### config.mk
export PLATFORM = sky130hd
export DESIGN_NAME = eeprom_dword_loader
export DESIGN_NICKNAME = d
export VERILOG_FILES = /design/src/rtl/eeprom_dword_loader.sv
export SDC_FILE = /design/constraint.sdc
export NUM_CORES = 1
export LEC_CHECK = 0
export ABC_AREA = 1
export BUFFER_PORTS_ARGS = -buffer_cell sky130_fd_sc_hd__buf_2
export CORE_MARGIN = 4
export CORE_UTILIZATION = 60
export CTS_CLUSTER_DIAMETER = 60
export DETAILED_ROUTE_END_ITERATION = 7
export PLACE_DENSITY = 0.82
export SYNTH_ARGS = -nofsm -noshare
export SYNTH_HDL_FRONTEND = slang
export SYNTH_SLANG_ARGS = --single-unit
export TNS_END_PERCENT = 10
### constraint.sdc
create_clock -name clk -period 2.9 [get_ports clk]
set_input_delay 0.58 -clock clk [delete_from_list [all_inputs] [get_ports clk]]
set_output_delay 0.58 -clock clk [all_outputs]
set_load 0.02 [all_outputs]
### src/rtl/eeprom_dword_loader.sv
module eeprom_dword_loader #(
  parameter int         DIV        = 4,
  parameter logic [6:0] DEV_ADDR   = 7'h50,
  parameter logic [7:0] START_ADDR = 8'h00,
  parameter logic [7:0] END_ADDR   = 8'h3C
) (
  input  logic        clk,
  input  logic        rst_n,
  input  logic        present,
  input  logic        sda_i,
  output logic        scl_oe,
  output logic        sda_oe,
  output logic        word_valid,
  output logic [7:0]  word_addr,
  output logic [31:0] word_data,
  output logic        done,
  output logic        err
);
  localparam int CW = $clog2(DIV + 1);

  typedef enum logic [2:0] {S_IDLE, S_START, S_TX, S_RX, S_STOP} st_t;

  st_t         st;
  logic [CW-1:0] cnt;
  logic [1:0]  q;
  logic [3:0]  bitn;
  logic [1:0]  bytec;
  logic [1:0]  txsel;
  logic        rep, abort, first;
  logic [7:0]  addr;
  logic [31:0] sh;
  logic [7:0]  txbyte;

  wire tick = (cnt == CW'(DIV - 1));
  assign txbyte = (txsel == 2'd1) ? addr : {DEV_ADDR, txsel == 2'd2};

  always_comb begin
    scl_oe = 1'b0;
    sda_oe = 1'b0;
    case (st)
      S_START: begin
        scl_oe = (q == 2'd0) ? rep : (q == 2'd3);
        sda_oe = q[1];
      end
      S_TX: begin
        scl_oe = (q[1] == q[0]);
        sda_oe = (bitn != 4'd8) && !txbyte[~bitn[2:0]];
      end
      S_RX: begin
        scl_oe = (q[1] == q[0]);
        sda_oe = (bitn == 4'd8) && (bytec != 2'd3);
      end
      S_STOP: begin
        scl_oe = (q == 2'd0);
        sda_oe = !q[1];
      end
      default: ;
    endcase
  end

  always_ff @(posedge clk or negedge rst_n) begin
    if (!rst_n) begin
      st <= S_IDLE; cnt <= '0; q <= '0; bitn <= '0; bytec <= '0;
      txsel <= '0; rep <= 1'b0; abort <= 1'b0; first <= 1'b1;
      addr <= START_ADDR; sh <= '0;
      word_valid <= 1'b0; word_addr <= '0; word_data <= '0;
      done <= 1'b0; err <= 1'b0;
    end else begin
      first <= 1'b0;
      word_valid <= 1'b0;
      if (first && present) begin
        st <= S_START; cnt <= '0; q <= '0; rep <= 1'b0; txsel <= 2'd0;
        addr <= START_ADDR;
      end else if (st != S_IDLE) begin
        if (!tick) begin
          cnt <= cnt + 1'b1;
        end else begin
          cnt <= '0;
          q   <= q + 1'b1;
          if (q == 2'd2) begin
            if (st == S_TX && bitn == 4'd8 && sda_i) abort <= 1'b1;
            if (st == S_RX && bitn != 4'd8) sh <= {sh[30:0], sda_i};
          end
          if (q == 2'd3) begin
            case (st)
              S_START: begin st <= S_TX; bitn <= '0; end
              S_TX: begin
                bitn <= '0;
                if (bitn != 4'd8) bitn <= bitn + 1'b1;
                else if (abort) st <= S_STOP;
                else if (txsel == 2'd0) txsel <= 2'd1;
                else if (txsel == 2'd1) begin
                  st <= S_START; rep <= 1'b1; txsel <= 2'd2;
                end else begin
                  st <= S_RX; bytec <= '0;
                end
              end
              S_RX: begin
                bitn <= '0;
                if (bitn != 4'd8) bitn <= bitn + 1'b1;
                else if (bytec == 2'd3) begin
                  st <= S_STOP;
                  word_valid <= 1'b1; word_data <= sh; word_addr <= addr;
                end else bytec <= bytec + 1'b1;
              end
              S_STOP: begin
                if (abort) begin
                  st <= S_IDLE; err <= 1'b1;
                end else if (addr == END_ADDR) begin
                  st <= S_IDLE; done <= 1'b1;
                end else begin
                  addr <= addr + 8'd4; st <= S_START; rep <= 1'b0; txsel <= 2'd0;
                end
              end
              default: st <= S_IDLE;
            endcase
          end
        end
      end
    end
  end


  wv_pulse_chk: assert property (@(posedge clk) disable iff (!rst_n)
    word_valid |=> !word_valid);

  wv_range_chk: assert property (@(posedge clk) disable iff (!rst_n)
    word_valid |-> (word_addr >= START_ADDR && word_addr <= END_ADDR));

  done_hold_chk: assert property (@(posedge clk) disable iff (!rst_n)
    done |=> done);

  err_hold_chk: assert property (@(posedge clk) disable iff (!rst_n)
    err |=> err);

  flag_excl_chk: assert property (@(posedge clk) disable iff (!rst_n)
    !(done && err));

  sda_edge_chk: assert property (@(posedge clk) disable iff (!rst_n)
    (!scl_oe && !$past(scl_oe) && sda_oe != $past(sda_oe))
      |-> (st == S_START || st == S_STOP));

  quiet_chk: assert property (@(posedge clk) disable iff (!rst_n)
    (st == S_IDLE) |-> (!scl_oe && !sda_oe));
endmodule

## Word-level counts from Yosys, hierarchy flattened

Index checks and enable logic that the tools add are counted.

| storage, ports and cells | value |
|---|---|
| word-level logic and storage cells | 160 |
| memories kept | 0 |
| output and inout port bits | 45 |
| ROM bits | 0 |
| bits of input ports | 4 |
| bits in latches | 0 |
| register bits | 102 |
| RAM bits | 0 |

| operators by class | value |
|---|---|
| magnitude comparators | 1 |
| add/subtract/negate cells | 5 |
| shift-type cells | 0 |
| reductions and logical operators | 31 |
| divide/modulo/power cells | 0 |
| multiply operators | 0 |
| bitwise gates (word level) | 4 |
| equal/unequal tests | 33 |
| multiplexer cells | 70 |

Operators with widths:

| cell | number |
|---|---|
| 8-bit two-way mux | 8 |
| 2-bit two-way mux | 20 |
| 3-bit two-way mux | 12 |
| 1-bit two-way mux | 21 |
| 3-bit != test, second input constant | 7 |
| 7-bit AND reduction | 3 |
| 2-bit != test, second input constant | 8 |
| 5-bit AND reduction | 3 |
| 3-bit case mux with 4 select lines | 1 |
| 6-bit AND reduction | 2 |
| 2-bit nonzero test | 6 |
| 11-bit AND reduction | 1 |
| 10-bit AND reduction | 1 |
| 3-bit by 2-bit == test with 1-bit output, second input constant | 3 |
| 9-bit AND reduction | 1 |
| 8-bit by 3-bit adder with 8-bit output, second input constant | 1 |
| 2-bit == test, second input constant | 4 |
| 8-bit by 6-bit == test with 1-bit output, second input constant | 1 |
| 4-bit != test, second input constant | 2 |
| 2-bit case mux with 2 select lines | 2 |
| 4-bit case mux with 2 select lines | 1 |
| 1-bit logical AND | 6 |
| 3-bit nonzero test | 2 |
| 2-bit by 1-bit adder with 2-bit output, second input constant | 2 |
| 22 further kinds | 26 |

## Longest topological paths before layout

| logic depth | value |
|---|---|
| depth in word-level cells | 10 |
| mapped depth | 10 |
| gate-level depth less buffers | 10 |

## Worst setup path before layout

Ideal clock, no wire load.

| timing | value |
|---|---|
| path type | reg2out |
| from | register bitn[0] |
| to | output sda_oe |
| path buffers | 0 |
| stages on the path, launching flop included | 8 |
| data required time | 2.320 ns |
| setup slack | 0.794 ns |
| data arrival time | 1.526 ns |
| cell sequence | dfrtp_1 > inv_1 > ha_1 > nand2_1 > nor2_1 > nor2_1 > nand2_1 > o21ai_0 |

| between the ends | value |
|---|---|
| longest elaborated chain between the ends | 6 |
| elaborated cells between the ends (all ways) | 9 |
| those cells by class | eq/ne (2); mux (3); bitwise (1); reduce/logical (3) |

Ends and longest elaborated chain:

| item | line | text |
|---|---|---|
| start: declaration | 26 | `logic [3:0] bitn;` |
| start signal: assignment | 89 | `if (bitn != 4'd8) bitn <= bitn + 1'b1;` |
| start signal: assignment | 100 | `if (bitn != 4'd8) bitn <= bitn + 1'b1;` |
| 3-bit NOT | 47 | `sda_oe = (bitn != 4'd8) && !txbyte[~bitn[2:0]];` |
| 1-bit binary-select mux with 3-bit select | 47 |  |
| 1-bit two-way mux (not written as such) | 47 |  |
| 1-bit logical NOT | 47 |  |
| 1-bit logical AND | 47 |  |
| 1-bit case mux with 4 select lines (*) | 40 | `case (st)` |
| end: declaration | 12 | `output logic sda_oe,` |

Mark *: on every way between the ends. The rest lies on a longest branch, timed or not. The select of a mux whose other input is x is not followed.

## Worst setup path in the final report

Ends and elaborated chain as after synthesis.

==> metrics.md <==
| Metric | Value |
|---|---|
| Vias in the first global route | 3,461 |
| Crit path kind | reg2out |
| Largest net degree at the start of global routing | 65 |
| Final slew viol count | 0 |
| Grt ovf | 0 |
| WP buf/inv | 2 |
| Root Buffer | clkbuf_8 |
| DRT Pass-1 Iters | 5 |
| Required time worst endpoint | 2.32 ns |
| DRC Markers | 0 |
| IO Pins | 49 |
| XOR/XNOR Fraction of Synth Area | 0.785% |
| Synth cell types | 36 |
| Seq/Total Area, Yosys | 55.0% |
| N_diodes | 0 |
| Final cell count without fillers | 653 |
| Post-synth top area cell | dfrtp_1 |
| Worst Setup End Kind | output pin |
| Hold_ws | 0.249 ns |
| Register area | 0.00245 sq mm |
| Crit path max fanout | 7 |
| P_int | 2040 uW |
| Synth Area in Adders | 2.24% |
| DR top layer | met4 |
| Final min period | 2.60 ns |
| Final worst-path cycle share | 89.6% |
| Die width | 94.2 um |
| Met1 WL | 3990 um |
| Routed Antenna Nets | 0 |
| Wire length on met2 | 4260 um |
| Largest family of logic cells by synthesized area | simple AND/OR/NAND/NOR gates |
| Multi-input gate area | 0.00167 sq mm |
| Leakage Power | 0.00247 uW |
| Worst setup margin | 0.301 ns |
| Hold Vio Cnt, Final | 0 |
| Synthesis-to-layout area growth | 10.9% |
| Logic pwr share | 22.7% |
| CP top delay family | flip-flops |
| Antenna violations before repair | 0 |
| Worst-path cell chain | inv_1, ha_1, nand3_1, nor3_1, a211oi_1, o21ai_0, buf_2 |
| Share of layout cells above drive strength 1 | 16.2% |
| Cell Area, Synth | 0.00446 sq mm |
| Post-CTS sizing | 0 |
| Startpoint class of the critical path | flip-flop |
| Core area | 0.00725 sq mm |
| Post-synthesis compound-gate area fraction | 13.1% |
| Unrepaired setup endpoints after global routing | false |
| First-pass GRT wire length | 15,500 um |
| Final setup fails | 0 |
| Synth top area share | 54.4% |
| Simple-Gate Fraction of Synth Area | 21.0% |
| Worst slew margin relative to its limit | 53.3% |
| Die Y | 94.2 um |
| Worst-margin pin slew | 0.700 ns |
| Die area | 0.00888 sq mm |
| Max-Cap Viols | 0 |
| Reg power frac | 49.8% |
| Max Clock Freq | 385 MHz |
| Fin nets | 561 |
| CP peak stage delay | 0.47 ns |
| Post-CTS Setup Bufs | 0 |
| GRT Util Overall | 22.2% |
| DR WL/cell | 13.7 um |
| CP Data Arrival Time | 2.02 ns |
| Setup Skew | 0.0108 ns |
| Vias | 3,508 |
| Post-Route WL | 8920 um |
| Slowest-stage cell, CP | dfrtp_1 |
| HPWL after detailed placement | 6230 um |
| Placed cell count | 637 |
| Met3 routed WL | 526 um |
| Num rows | 31 |
| Drt via density | 5.37 |
| CTS tree | done |
| Clk_lat worst skew | 0.36 ns |
| Status | completed |
| Clk pwr share | 27.5% |
| Worst VDD drop | 428 uV |
| Min-delay worst type | in2async |
| Synth warn | 0 |
| Synth Register Bits | 98 |
| Sw frac | 35.3% |
| Setup slack at placement | 0.678 ns |
| PortBufs | 46 |
| Fillers | 587 |
| CTS Hold Bufs | 0 |
| Reg clk slew, reported paths | 0.11 ns |
| Longest Clk Path Bufs | 2 |
| Pwr Density | 637 mW/mm^2 |
| Switching power | 1110 uW |
| Initial Util | 61.5% |
| Area contributors post-synth | dfrtp_1 54%, nand2_1 11%, o21ai_1 5.2%, inv_1 4.7%, o21ai_0 3.5% |
| CTS sink cnt | 98 |
| Cts bufs inserted | 9 |
| DRT iter0 DRCs | 203 |
| RD Place Congestion | 0.965 |
| Setup Total Neg Slack | 0 ns |
| Syn Area/Cell | 8.83 sq um |
| Total power | 3150 uW |
| H-tree Lvls | 3 |
| Mux cell area share after synthesis | 0% |
| Synthesized instance count | 505 |
worst paths after layout:
| check | startpoint | end | slack [ns] | cells after the start |
|---|---|---|---|---|
| setup / recovery | bitn[0] | sda_oe | 0.30 | 7 |
| hold / removal | rst_n | sh[14] | 0.25 | 1 |
| setup reg to reg | bitn[0] | word_data[7] | 0.67 | 8 |
| hold reg to reg | sh[31] | word_data[31] | 0.48 | 2 |
| max in group asynchronous | rst_n | bitn[2] | 1.95 | 2 |
| min in group clk | sh[31] | word_data[31] | 0.48 | 2 |
cells in the final DEF (no fill, tap or decap), types with 3 or more instances in the layout:
master | synthesis | layout
a21oi_1 | 11 | 11
xor2_1 | 4 | 4
nand4_1 | 5 | 5
conb_1 | 1 | 3
nor3_1 | 5 | 5
o21ai_2 | 10 | 10
o21ai_0 | 31 | 31
nand2_1 | 129 | 129
clkinv_4 | 0 | 3
nor2_1 | 32 | 32
o21ai_1 | 46 | 46
clkbuf_8 | 0 | 10
dfrtp_1 | 97 | 97
inv_1 | 56 | 56
nand3_1 | 30 | 30
buf_4 | 2 | 3
ha_1 | 8 | 8
buf_2 | 9 | 45
registers in the layout, summed over array words and instances, names as in the netlist:
signal      count
sh             32
word_data      32
addr            6
word_addr       6
bitn            4
cnt             3
st              3
bytec           2
q               2
txsel           2
abort           1
done            1
err             1
first           1
rep             1
word_valid      1
kinds of logic (layout without fill, tap and decap cells):
group / Yosys count / after routing
AOI/OAI and AO/OA: 105 / 105
xor gates and xnor gates: 4 / 4
adders and majority gates: 8 / 8
buffers and inverters: 77 / 124
DFF: 98 / 98
other: 1 / 3
and+or+nand+nor: 212 / 212
stage by stage:
stage / instance area (sq um) / utilization (%)
after CTS: 4950 / 68.2
final: 4950 / 68.2
after detailed placement: 4750 / 65.5
after global routing: 4950 / 68.2
after global placement: 4750 / 65.5
after floorplan: 4470 / -
power by group through the flow:
stage               Combinational, uW  Clock [uW]  Sequential, uW
finish                            715         868            1570
global placement                  680           0            1590
detailed placement                700           0            1600
global route                      813         946            1590
floorplan                         519           0            1570
CTS                               707         884            1570
cell usage after synthesis, drive strengths merged:
library cell / n
a21oi: 11
o21a: 1
a32o: 1
o21bai: 2
nand2: 132
conb: 1
clkbuf: 2
ha: 8
nand4: 7
nor3: 5
o21ai: 87
o211ai: 1
nor2: 35
xor2: 4
inv: 58
or2: 2
dfrtp: 97
buf: 17
a211oi: 1
o221ai: 1
nand3: 31
dfstp: 1
layout make-up:
class / count / area share [%]
clock inverter: 6 / 1.16
multi-input combinational: 332 / 33.7
clock buffer: 10 / 2.78
tap: 99 / 2.50
inverter: 58 / 4.40
timing repair buffer: 50 / 5.82
sequential: 98 / 49.6
routing by layer:
layer  up-vias  global-route usage (%)
li1       1715                       -
met1      1668                    28.9
met2       108                    36.2
met5         -                       0
met3        17                    5.69
met4         0                    7.82
No activity file was read; power rests on OpenSTA's default activity.
